## src/rtl/uart_txf_pkg.sv

```systemverilog
package uart_txf_pkg;

  localparam int CHAR_MAX = 8;

  typedef enum logic [2:0] {
    PH_IDLE,
    PH_START,
    PH_DATA,
    PH_PARITY,
    PH_STOP
  } phase_e;

  // Control-to-datapath strobes and levels
  typedef struct packed {
    logic   load;     // pop head byte into shifter
    logic   shift;    // advance to next data bit
    phase_e phase;    // current frame section
    logic   holdLow;  // break in force
  } txf_ctrl_s;

  function automatic logic [3:0] dataBits(input logic [1:0] lenSel);
    case (lenSel)
      2'b10:   return 4'd7;
      2'b11:   return 4'd6;
      default: return 4'd8;
    endcase
  endfunction

endpackage

```

## src/rtl/txf_control.sv

```systemverilog
module txf_control
  import uart_txf_pkg::*;
#(
  parameter int OVS = 16
) (
  input  logic       clk,
  input  logic       rstN,
  input  logic       bitTick,
  input  logic [1:0] charLen,
  input  logic [2:0] parityMode,
  input  logic [1:0] stopMode,
  input  logic       txEnableCmd,
  input  logic       txDisableCmd,
  input  logic       breakStartCmd,
  input  logic       breakStopCmd,
  input  logic       flowCtrlEn,
  input  logic       cts,
  input  logic       fifoHasData,
  output txf_ctrl_s  ctrl,
  output logic       txActive
);

  localparam int CW = $clog2(2 * OVS);
  localparam logic [CW-1:0] BIT_LAST = CW'(OVS - 1);
  localparam logic [CW-1:0] HALF_LAST = CW'(OVS + OVS / 2 - 1);
  localparam logic [CW-1:0] TWO_LAST = CW'(2 * OVS - 1);

  phase_e        phase;
  logic [CW-1:0] tickCnt;
  logic [CW-1:0] stopLast;
  logic [CW-1:0] stopLastFor;
  logic [3:0]    bitsLeft;
  logic          parOn;
  logic          txEnabled;
  logic          breakOn;
  logic          startOk;
  logic          phaseEnd;

  always_comb begin
    case (stopMode)
      2'b01:   stopLastFor = HALF_LAST;
      2'b10:   stopLastFor = TWO_LAST;
      default: stopLastFor = BIT_LAST;
    endcase
  end

  assign startOk  = (phase == PH_IDLE) && txEnabled && fifoHasData &&
                    (!flowCtrlEn || cts) && !breakOn;
  assign phaseEnd = bitTick &&
                    ((phase == PH_STOP) ? (tickCnt == stopLast) : (tickCnt == BIT_LAST));

  always_ff @(posedge clk or negedge rstN) begin
    if (!rstN) begin
      phase     <= PH_IDLE;
      tickCnt   <= '0;
      stopLast  <= BIT_LAST;
      bitsLeft  <= '0;
      parOn     <= 1'b0;
      txEnabled <= 1'b0;
      breakOn   <= 1'b0;
    end else begin
      if (txDisableCmd)     txEnabled <= 1'b0;
      else if (txEnableCmd) txEnabled <= 1'b1;

      if (breakStopCmd)       breakOn <= 1'b0;
      else if (breakStartCmd) breakOn <= 1'b1;

      case (phase)
        PH_IDLE: begin
          if (startOk) begin
            phase    <= PH_START;
            tickCnt  <= '0;
            bitsLeft <= dataBits(charLen);
            parOn    <= !parityMode[2];
            stopLast <= stopLastFor;
          end
        end
        default: begin
          if (phaseEnd) begin
            tickCnt <= '0;
            case (phase)
              PH_START:  phase <= PH_DATA;
              PH_DATA: begin
                bitsLeft <= bitsLeft - 4'd1;
                if (bitsLeft == 4'd1) phase <= parOn ? PH_PARITY : PH_STOP;
              end
              PH_PARITY: phase <= PH_STOP;
              default:   phase <= PH_IDLE;
            endcase
          end else if (bitTick) begin
            tickCnt <= tickCnt + 1'b1;
          end
        end
      endcase
    end
  end

  assign ctrl.load    = startOk;
  assign ctrl.shift   = (phase == PH_DATA) && phaseEnd;
  assign ctrl.phase   = phase;
  assign ctrl.holdLow = breakOn;
  assign txActive     = (phase != PH_IDLE);

endmodule

```

## src/rtl/txf_datapath.sv

```systemverilog
module txf_datapath
  import uart_txf_pkg::*;
#(
  parameter int DEPTH = 4
) (
  input  logic                clk,
  input  logic                rstN,
  input  logic                wrStrobe,
  input  logic [CHAR_MAX-1:0] wrData,
  input  logic [1:0]          charLen,
  input  logic [2:0]          parityMode,
  input  txf_ctrl_s           ctrl,
  output logic                txd,
  output logic                fifoHasData,
  output logic                fifoFull
);

  localparam int AW = (DEPTH > 1) ? $clog2(DEPTH) : 1;
  localparam logic [AW-1:0] PTR_LAST = AW'(DEPTH - 1);

  logic [CHAR_MAX-1:0] mem [DEPTH];
  logic [AW-1:0]       wrPtr;
  logic [AW-1:0]       rdPtr;
  logic [AW:0]         count;
  logic                push;
  logic                pop;
  logic [CHAR_MAX-1:0] head;
  logic [CHAR_MAX-1:0] lenMask;
  logic                onesOdd;
  logic                parNext;
  logic [CHAR_MAX-1:0] shreg;
  logic                parBit;

  assign fifoFull    = (count == (AW + 1)'(DEPTH));
  assign fifoHasData = (count != '0);
  assign push        = wrStrobe && !fifoFull;
  assign pop         = ctrl.load && fifoHasData;
  assign head        = mem[rdPtr];

  always_comb begin
    for (int i = 0; i < CHAR_MAX; i++) begin
      lenMask[i] = (i < int'(dataBits(charLen)));
    end
  end

  assign onesOdd = ^(head & lenMask);

  always_comb begin
    case (parityMode[1:0])
      2'b00:   parNext = onesOdd;
      2'b01:   parNext = !onesOdd;
      2'b10:   parNext = 1'b0;
      default: parNext = 1'b1;
    endcase
  end

  always_ff @(posedge clk) begin
    if (push) mem[wrPtr] <= wrData;
  end

  always_ff @(posedge clk or negedge rstN) begin
    if (!rstN) begin
      wrPtr  <= '0;
      rdPtr  <= '0;
      count  <= '0;
      shreg  <= '0;
      parBit <= 1'b0;
    end else begin
      if (push) wrPtr <= (wrPtr == PTR_LAST) ? '0 : wrPtr + 1'b1;
      if (pop)  rdPtr <= (rdPtr == PTR_LAST) ? '0 : rdPtr + 1'b1;
      case ({push, pop})
        2'b10:   count <= count + 1'b1;
        2'b01:   count <= count - 1'b1;
        default: count <= count;
      endcase
      if (pop) begin
        shreg  <= head;
        parBit <= parNext;
      end else if (ctrl.shift) begin
        shreg  <= shreg >> 1;
      end
    end
  end

  always_comb begin
    if (ctrl.holdLow) txd = 1'b0;
    else begin
      case (ctrl.phase)
        PH_START:  txd = 1'b0;
        PH_DATA:   txd = shreg[0];
        PH_PARITY: txd = parBit;
        default:   txd = 1'b1;
      endcase
    end
  end

endmodule

```

## src/rtl/uart_tx_framer.sv

```systemverilog
module uart_tx_framer
  import uart_txf_pkg::*;
#(
  parameter int OVS   = 16,
  parameter int DEPTH = 4
) (
  input  logic       clk,
  input  logic       rstN,
  input  logic       bitTick,
  input  logic       wrStrobe,
  input  logic [7:0] wrData,
  input  logic [1:0] charLen,
  input  logic [2:0] parityMode,
  input  logic [1:0] stopMode,
  input  logic       txEnableCmd,
  input  logic       txDisableCmd,
  input  logic       breakStartCmd,
  input  logic       breakStopCmd,
  input  logic       flowCtrlEn,
  input  logic       cts,
  output logic       txd,
  output logic       fifoEmpty,
  output logic       fifoFull,
  output logic       txActive
);

  txf_ctrl_s ctrlBus;
  logic      fifoHasData;
  logic      breakHeld;

  txf_control #(.OVS(OVS)) control_i (
    .clk          (clk),
    .rstN         (rstN),
    .bitTick      (bitTick),
    .charLen      (charLen),
    .parityMode   (parityMode),
    .stopMode     (stopMode),
    .txEnableCmd  (txEnableCmd),
    .txDisableCmd (txDisableCmd),
    .breakStartCmd(breakStartCmd),
    .breakStopCmd (breakStopCmd),
    .flowCtrlEn   (flowCtrlEn),
    .cts          (cts),
    .fifoHasData  (fifoHasData),
    .ctrl         (ctrlBus),
    .txActive     (txActive)
  );

  txf_datapath #(.DEPTH(DEPTH)) datapath_i (
    .clk        (clk),
    .rstN       (rstN),
    .wrStrobe   (wrStrobe),
    .wrData     (wrData),
    .charLen    (charLen),
    .parityMode (parityMode),
    .ctrl       (ctrlBus),
    .txd        (txd),
    .fifoHasData(fifoHasData),
    .fifoFull   (fifoFull)
  );

  assign fifoEmpty = !fifoHasData && !txActive;
  assign breakHeld = ctrlBus.holdLow;

endmodule

```

## config.mk

```make
export PLATFORM = sky130hd
export DESIGN_NAME = uart_tx_framer
export DESIGN_NICKNAME = d
export VERILOG_FILES = /design/src/rtl/uart_txf_pkg.sv /design/src/rtl/txf_control.sv /design/src/rtl/txf_datapath.sv /design/src/rtl/uart_tx_framer.sv
export SDC_FILE = /design/constraint.sdc
export NUM_CORES = 1
export LEC_CHECK = 0
export BUFFER_PORTS_ARGS = -buffer_cell sky130_fd_sc_hd__buf_2
export CAP_MARGIN = 40
export CORE_MARGIN = 4
export CORE_UTILIZATION = 45
export DETAILED_ROUTE_END_ITERATION = 16
export RECOVER_POWER = 25
export SLEW_MARGIN = 20
export SYNTH_ARGS = -nofsm -noshare
export SYNTH_HDL_FRONTEND = slang
export SYNTH_HIERARCHICAL = 1
export SYNTH_SLANG_ARGS = --single-unit
```

## constraint.sdc

```tcl
create_clock -name clk -period 5.1 [get_ports clk]
set_clock_uncertainty 0.1 [all_clocks]
set_input_delay 0.51 -clock clk [delete_from_list [all_inputs] [get_ports clk]]
set_output_delay 0.51 -clock clk [all_outputs]
set_load 0.02 [all_outputs]
```

; After elaboration in Yosys (flattened, before gate mapping)
; Memory sizes are Yosys's and may differ from the RTL's.
; Index checks and enable logic that the tools add are counted.
[totals]
ff_bits = 36
mem_bits_rw = 32
in_bits = 25
output_inout_bits = 4
memories = 1
[mem_list]
columns = memory, words, width, read_ports, rd_ports_with_merged_regs, write_ports, line_no
row1 = datapath_i.mem, 4, 8, 1, 0, 1, txf_datapath.sv:21  ; logic [CHAR_MAX-1:0] mem [DEPTH];
[classes]
n_addsub = 6
n_lt_le_gt_ge = 8
n_eq_ne = 20
n_mux = 31
bitwise = 1
n_reduce_logical = 33
[op_table]
columns = op, n
row1 = 5-bit two-way mux, 4
row2 = 3-bit by 4-bit < comparator with 1-bit output (first input constant), 4
row3 = 4-bit two-way mux, 4
row4 = 8-bit two-way mux, 2
row5 = 3-bit two-way mux, 5
row6 = 2-bit == test (second input constant), 7
row7 = 2-bit nonzero test, 6
row8 = 5-bit case mux with 2 select lines, 1
row9 = 1-bit logical AND, 9
row10 = 3-bit case mux with 3 select lines, 1
row11 = 3-bit nonzero test, 3
row12 = 8-bit AND, 1
row13 = 1-bit by 4-bit < comparator with 1-bit output (first input constant), 2
row14 = 2-bit by 4-bit < comparator with 1-bit output (first input constant), 2
row15 = 1-bit two-way mux, 8
row16 = 4-bit case mux with 2 select lines, 1
row17 = 8-bit parity, 1
row18 = 1-bit logical NOT, 7
row19 = 2-bit by 1-bit == test with 1-bit output (second input constant), 3
row20 = 3-bit by 2-bit == test with 1-bit output (second input constant), 2
row21 = 3-bit == test (second input constant), 2
row22 = 1-bit case mux with 3 select lines, 2
row23 = 3-bit case mux with 2 select lines, 1
row24 = 3-bit AND reduction, 2
row25 = 16 further kinds, 19

; Depth between registers and ports, before layout
[logic_depth]
word_depth = 8
ltp_mapped = 14
mapped_depth_nobuf = 12

; Modules after synthesis
; Netlist, hierarchy kept.
[modules_own_cells]
columns = module, instances, cells_per_inst, area_per_inst_um2
row1 = txf_datapath, 1, 137, 2122.0
row2 = txf_control, 1, 115, 1098.6
row3 = uart_tx_framer, 1, 1, 3.8

; Least setup slack after synthesis
; OpenSTA, ideal clock, no wires.
[synth_path]
path_kind = register to register
from = reg control_i.phase[2]
to = reg datapath_i.count[2]
arrival_ps = 2616
setup_slack_ps = 2304
stages_incl_launch_ff = 15
path_buffers = 3
cell_sequence = dfrtp_1 -> buf_4 -> nor3_4 -> nand3_1 -> inv_1 -> buf_4 -> nand2_1 -> clkinv_1 -> clkbuf_1 -> ha_1 -> inv_1 -> fa_1 -> xor2_1 -> nor2_1 -> xor2_1
[synth_via]
elab_chain_cells = 8
word_cells_on_any_way = 10
[synth_lines]
columns = element, line_no
row1 = start: declaration, txf_control.sv:28  ; phase_e phase;
row2 = start signal: assignment, txf_control.sv:85  ; if (bitsLeft == 4'd1) phase <= parOn ? PH_PARITY : PH_STOP;
row3 = 3-bit logical NOT *, txf_control.sv:47  ; assign startOk = (phase == PH_IDLE) && txEnabled && fifoHasData &&
row4 = 1-bit logical AND * (3 in series), txf_control.sv:47
row5 = 1-bit logical AND *, txf_control.sv:48  ; (!flowCtrlEn || cts) && !breakOn;
row6 = named net control_i.startOk, txf_control.sv:36  ; logic startOk;
row7 = 1-bit logical AND *, txf_datapath.sv:37  ; assign pop = ctrl.load && fifoHasData;
row8 = 2-bit by 1-bit == test with 1-bit output / 2-bit == test (equally long branches), txf_datapath.sv:71  ; case ({push, pop})
row9 = 3-bit case mux with 2 select lines / 2-bit nonzero test (equally long branches), -
row10 = end signal: assignment, txf_datapath.sv:72  ; 2'b10: count <= count + 1'b1;
row11 = end signal: assignment, txf_datapath.sv:73  ; 2'b01: count <= count - 1'b1;
row12 = end signal: assignment, txf_datapath.sv:74  ; default: count <= count;
row13 = end: declaration, txf_datapath.sv:24  ; logic [AW:0] count;
; The timed path passes the listed nets; every way through them passes the cells marked *.
; A chain may end at the register's enable or synchronous reset.

==> impl_results.md <==
- Run status: finished, final reports clean
- Synth area leaders: edfxtp_1 (30%), dfrtp_1 (25%), mux4_1 (4.9%)
- Final Hold Fails: 0
- Worst EP arrival: about 3400 ps
- First-pass GRT wire length: about 9400 um
- Clock buffer depth: 2
- IO Pins: 29
- Post-Syn Area: between 3000 and 4000 sq um
- Worst reg-to-reg setup slack: ~1800 ps
- Slowest cell delay on critical path: ~400 ps
- Worst r2r path cells: 12
- Vias: slightly below 2000
- Post-Place Cells: about 370
- Hold Crit Depth: 2
- Unrepaired setup endpoints after global routing: false
- Global Route Usage Sum: 14.4%
- Worst-skew pair later-pin latency: 350 ps
- Layout cells sized above 1: between 15 and 20%
- Post-CTS Resized: 0
- Wirelength per Cell: 15.1 um
- Final RePlAce weighted congestion: around 0.77
- CP Cell Sequence: or3_1, and3b_1, nand3_1, inv_1, nand2_1, clkinv_1, ha_1, inv_1, fa_1, xor2_1, nor2_1, xor2_1
- Die Y: approximately 90 um
- H-tree depth: 3
- Die X: between 90 and 100 um
- Layout Nets: 318
- Critical Path RT: about 5200 ps
- Clk slew on worst S/H paths: about 80 ps
- Total CTS buffers: 9
- Initial Utilization: approximately 47%
- Hold endpoint: control_i/txEnabled$_DFFE_PN0P_
- DR vias/cell: approximately 5.2
- N_diodes: 0
- Worst slew margin: 64.4%
- LEAKAGE: 1.43 nW
- Post-Synthesis Cells: 253
- Sequential-to-total area share from yosys stat: roughly 55%
- Setup repair bufs after CTS: 0
- Flops & latches, synth: between 60 and 70
- Part of the cycle the worst path needs: between 60% and 70%
- Fill cells: a little over 600
- Total detailed-routing wirelength: about 5800 um
- Final setup TNS: 0 ps
- Post-route insts no fill: between 300 and 400
- Post-Syn Nets: slightly below 300
- Die area: between 8000 and 9000 sq um
- Overall power: 1.94 mW
- Post-synthesis async set-or-reset flop share: approximately half
- Cell taking the most area after synthesis: edfxtp_1
- CTS root buffer: clkbuf_8
- Crit path max-delay family: simple AND/OR/NAND/NOR gates
- Area added between synthesis and finish: 12.3%
- CTS sink count: 65
- Largest net degree at the start of global routing: 34
- Final count of pins violating max slew: 0
- DR pass1 iterations: 4
- Area post-placement: 3390 sq um
- Core area: 6870 sq um
- Vias in the first global route: between 1500 and 2000
- CP Launch Type: flop
- Tightest hold margin: 210 ps
- Grt total ovfl: 0
- Buf+Inv Stages, Crit Path: 3
- Top-area cell type share of the netlist area: approximately 30%
- IO buf count: 28
- Max-Cap Viols: 0
- Most frequent cells in the layout: dfrtp_1 (32), edfxtp_1 (32), nand2_1 (27), o21ai_0 (21), buf_2 (20)
- Max Fclk: 307 MHz
- Post-synth EDFFs: 32
- Max VDD drop: about 0.00026 V
- Antenna violations before repair: 0
- Final min period: around 3300 ps
- Hold crit path type: in2reg
- Critical path start-end classification: reg2reg
- Worst slew pin tran: 534 ps
- DRT iter0 DRCs: between 90 and 100
- CTS tree: yes
- Post-Syn Area per Cell: between 10 and 15 sq um
- ANT nets after route: 0
- Reg2reg end: datapath_i/count[2]$_DFFE_PN0P_
- Worst setup path startpoint: datapath_i/count[0]$_DFFE_PN0P_
- Pwr/cell area: between 500 and 600 nW/um^2
- R2R Path Start: datapath_i/count[0]$_DFFE_PN0P_
- Row Count: 30
- Cell area after layout: between 3000 and 4000 sq um
- Drt drc: 0
- Hold Path Origin: txDisableCmd
- Synth cell types: 56
- Main synth FF type: edfxtp_1
- Worst-path fanout max: 19
- Critical Path End Type: flop
- Final Setup Violations: 0
- Max stage delay cell, worst path: dfrtp_1
- Total number of yosys warnings: 6
- HPWL Detailed: 4210 um
## cells by family (layout without fill, tap and decap cells)
group	count (synthesis)	after routing	share of synthesized area, %
flops	65	65	55.5
xor+xnor	12	12	3.92
compound gates	41	41	8.46
buf+inv	27	61	4.54
simple gates	79	79	13.7
mux	18	18	9.43
fa+ha+maj	11	11	4.50
## synthesized netlist by cell type (5+ instances only)
| cell type | number |
|---|---|
| nand2_1 | 27 |
| ha_1 | 10 |
| o211ai_1 | 5 |
| nor2_1 | 14 |
| nand3_1 | 9 |
| inv_1 | 13 |
| edfxtp_1 | 32 |
| xnor2_1 | 7 |
| dfrtp_1 | 32 |
| mux4_1 | 6 |
| o21ai_0 | 21 |
| mux2i_1 | 9 |
## cell type report
type / count / area (sq um) / area share (%)
sequential: 65 / 1790 / 49.4
multi-input combinational: 161 / 1290 / 35.6
timing repair buffer: 30 / 160 / 4.42
clock buffer: 9 / 124 / 3.42
tap: 96 / 120 / 3.32
clock inverter: 7 / 82.6 / 2.28
inverter: 15 / 56.3 / 1.55
## flip-flops by register name (all words and copies together), names as in the netlist
| name | count |
|---|---|
| control_i/breakOn | 1 |
| datapath_i/shreg | 8 |
| datapath_i/rdPtr | 2 |
| control_i/parOn | 1 |
| datapath_i/mem | 32 |
| datapath_i/count | 3 |
| control_i/stopLast | 2 |
| control_i/txEnabled | 1 |
| datapath_i/parBit | 1 |
| control_i/tickCnt | 5 |
| control_i/bitsLeft | 4 |
| datapath_i/wrPtr | 2 |
| control_i/phase | 3 |
## worst max-delay path by stage
stage,to,cells after the start
after floorplan,datapath_i/count[2]$_DFFE_PN0P_,14
after global placement,datapath_i/count[2]$_DFFE_PN0P_,12
after detailed placement,datapath_i/count[2]$_DFFE_PN0P_,12
after CTS,datapath_i/count[2]$_DFFE_PN0P_,12
after global routing,datapath_i/count[2]$_DFFE_PN0P_,12
final,datapath_i/count[2]$_DFFE_PN0P_,12
## power breakdown
part / switching [mW] / internal, mW
combinational: 0.299 / 0.314
clock: 0.227 / 0.235
sequential: 0.145 / 0.716
total: 0.671 / 1.26
## routing by layer
| layer | part of all wire [%] | wire length (um) | global-route usage (%) | vias up |
|---|---|---|---|---|
| li1 | - | - | - | 981 |
| met1 | 46 | 2690 | 19.0 | 961 |
| met2 | 48 | 2780 | 22.4 | 40 |
| met3 | 4.3 | 252 | 4.22 | 8 |
| met4 | 1.4 | 83 | 5.49 | 0 |
| met5 | 0 | 0 | 0 | - |
## repair_timing
action	4_1_cts	5_1_grt
endpoints found under the setup margin	0	0
hold buffers	0	1
hold endpoints to repair	0	5
## metrics by stage
| stage | util, % | worst slack [ps] |
|---|---|---|
| 2_1_floorplan | - | 2300 |
| 3_3_place_gp | 49.4 | 1930 |
| 3_5_place_dp | 49.4 | 1820 |
| 4_1_cts | 52.4 | 1810 |
| 5_1_grt | 52.7 | 1490 |
| 6_report | 52.7 | 1840 |
No activity file was read; power rests on OpenSTA's default activity.
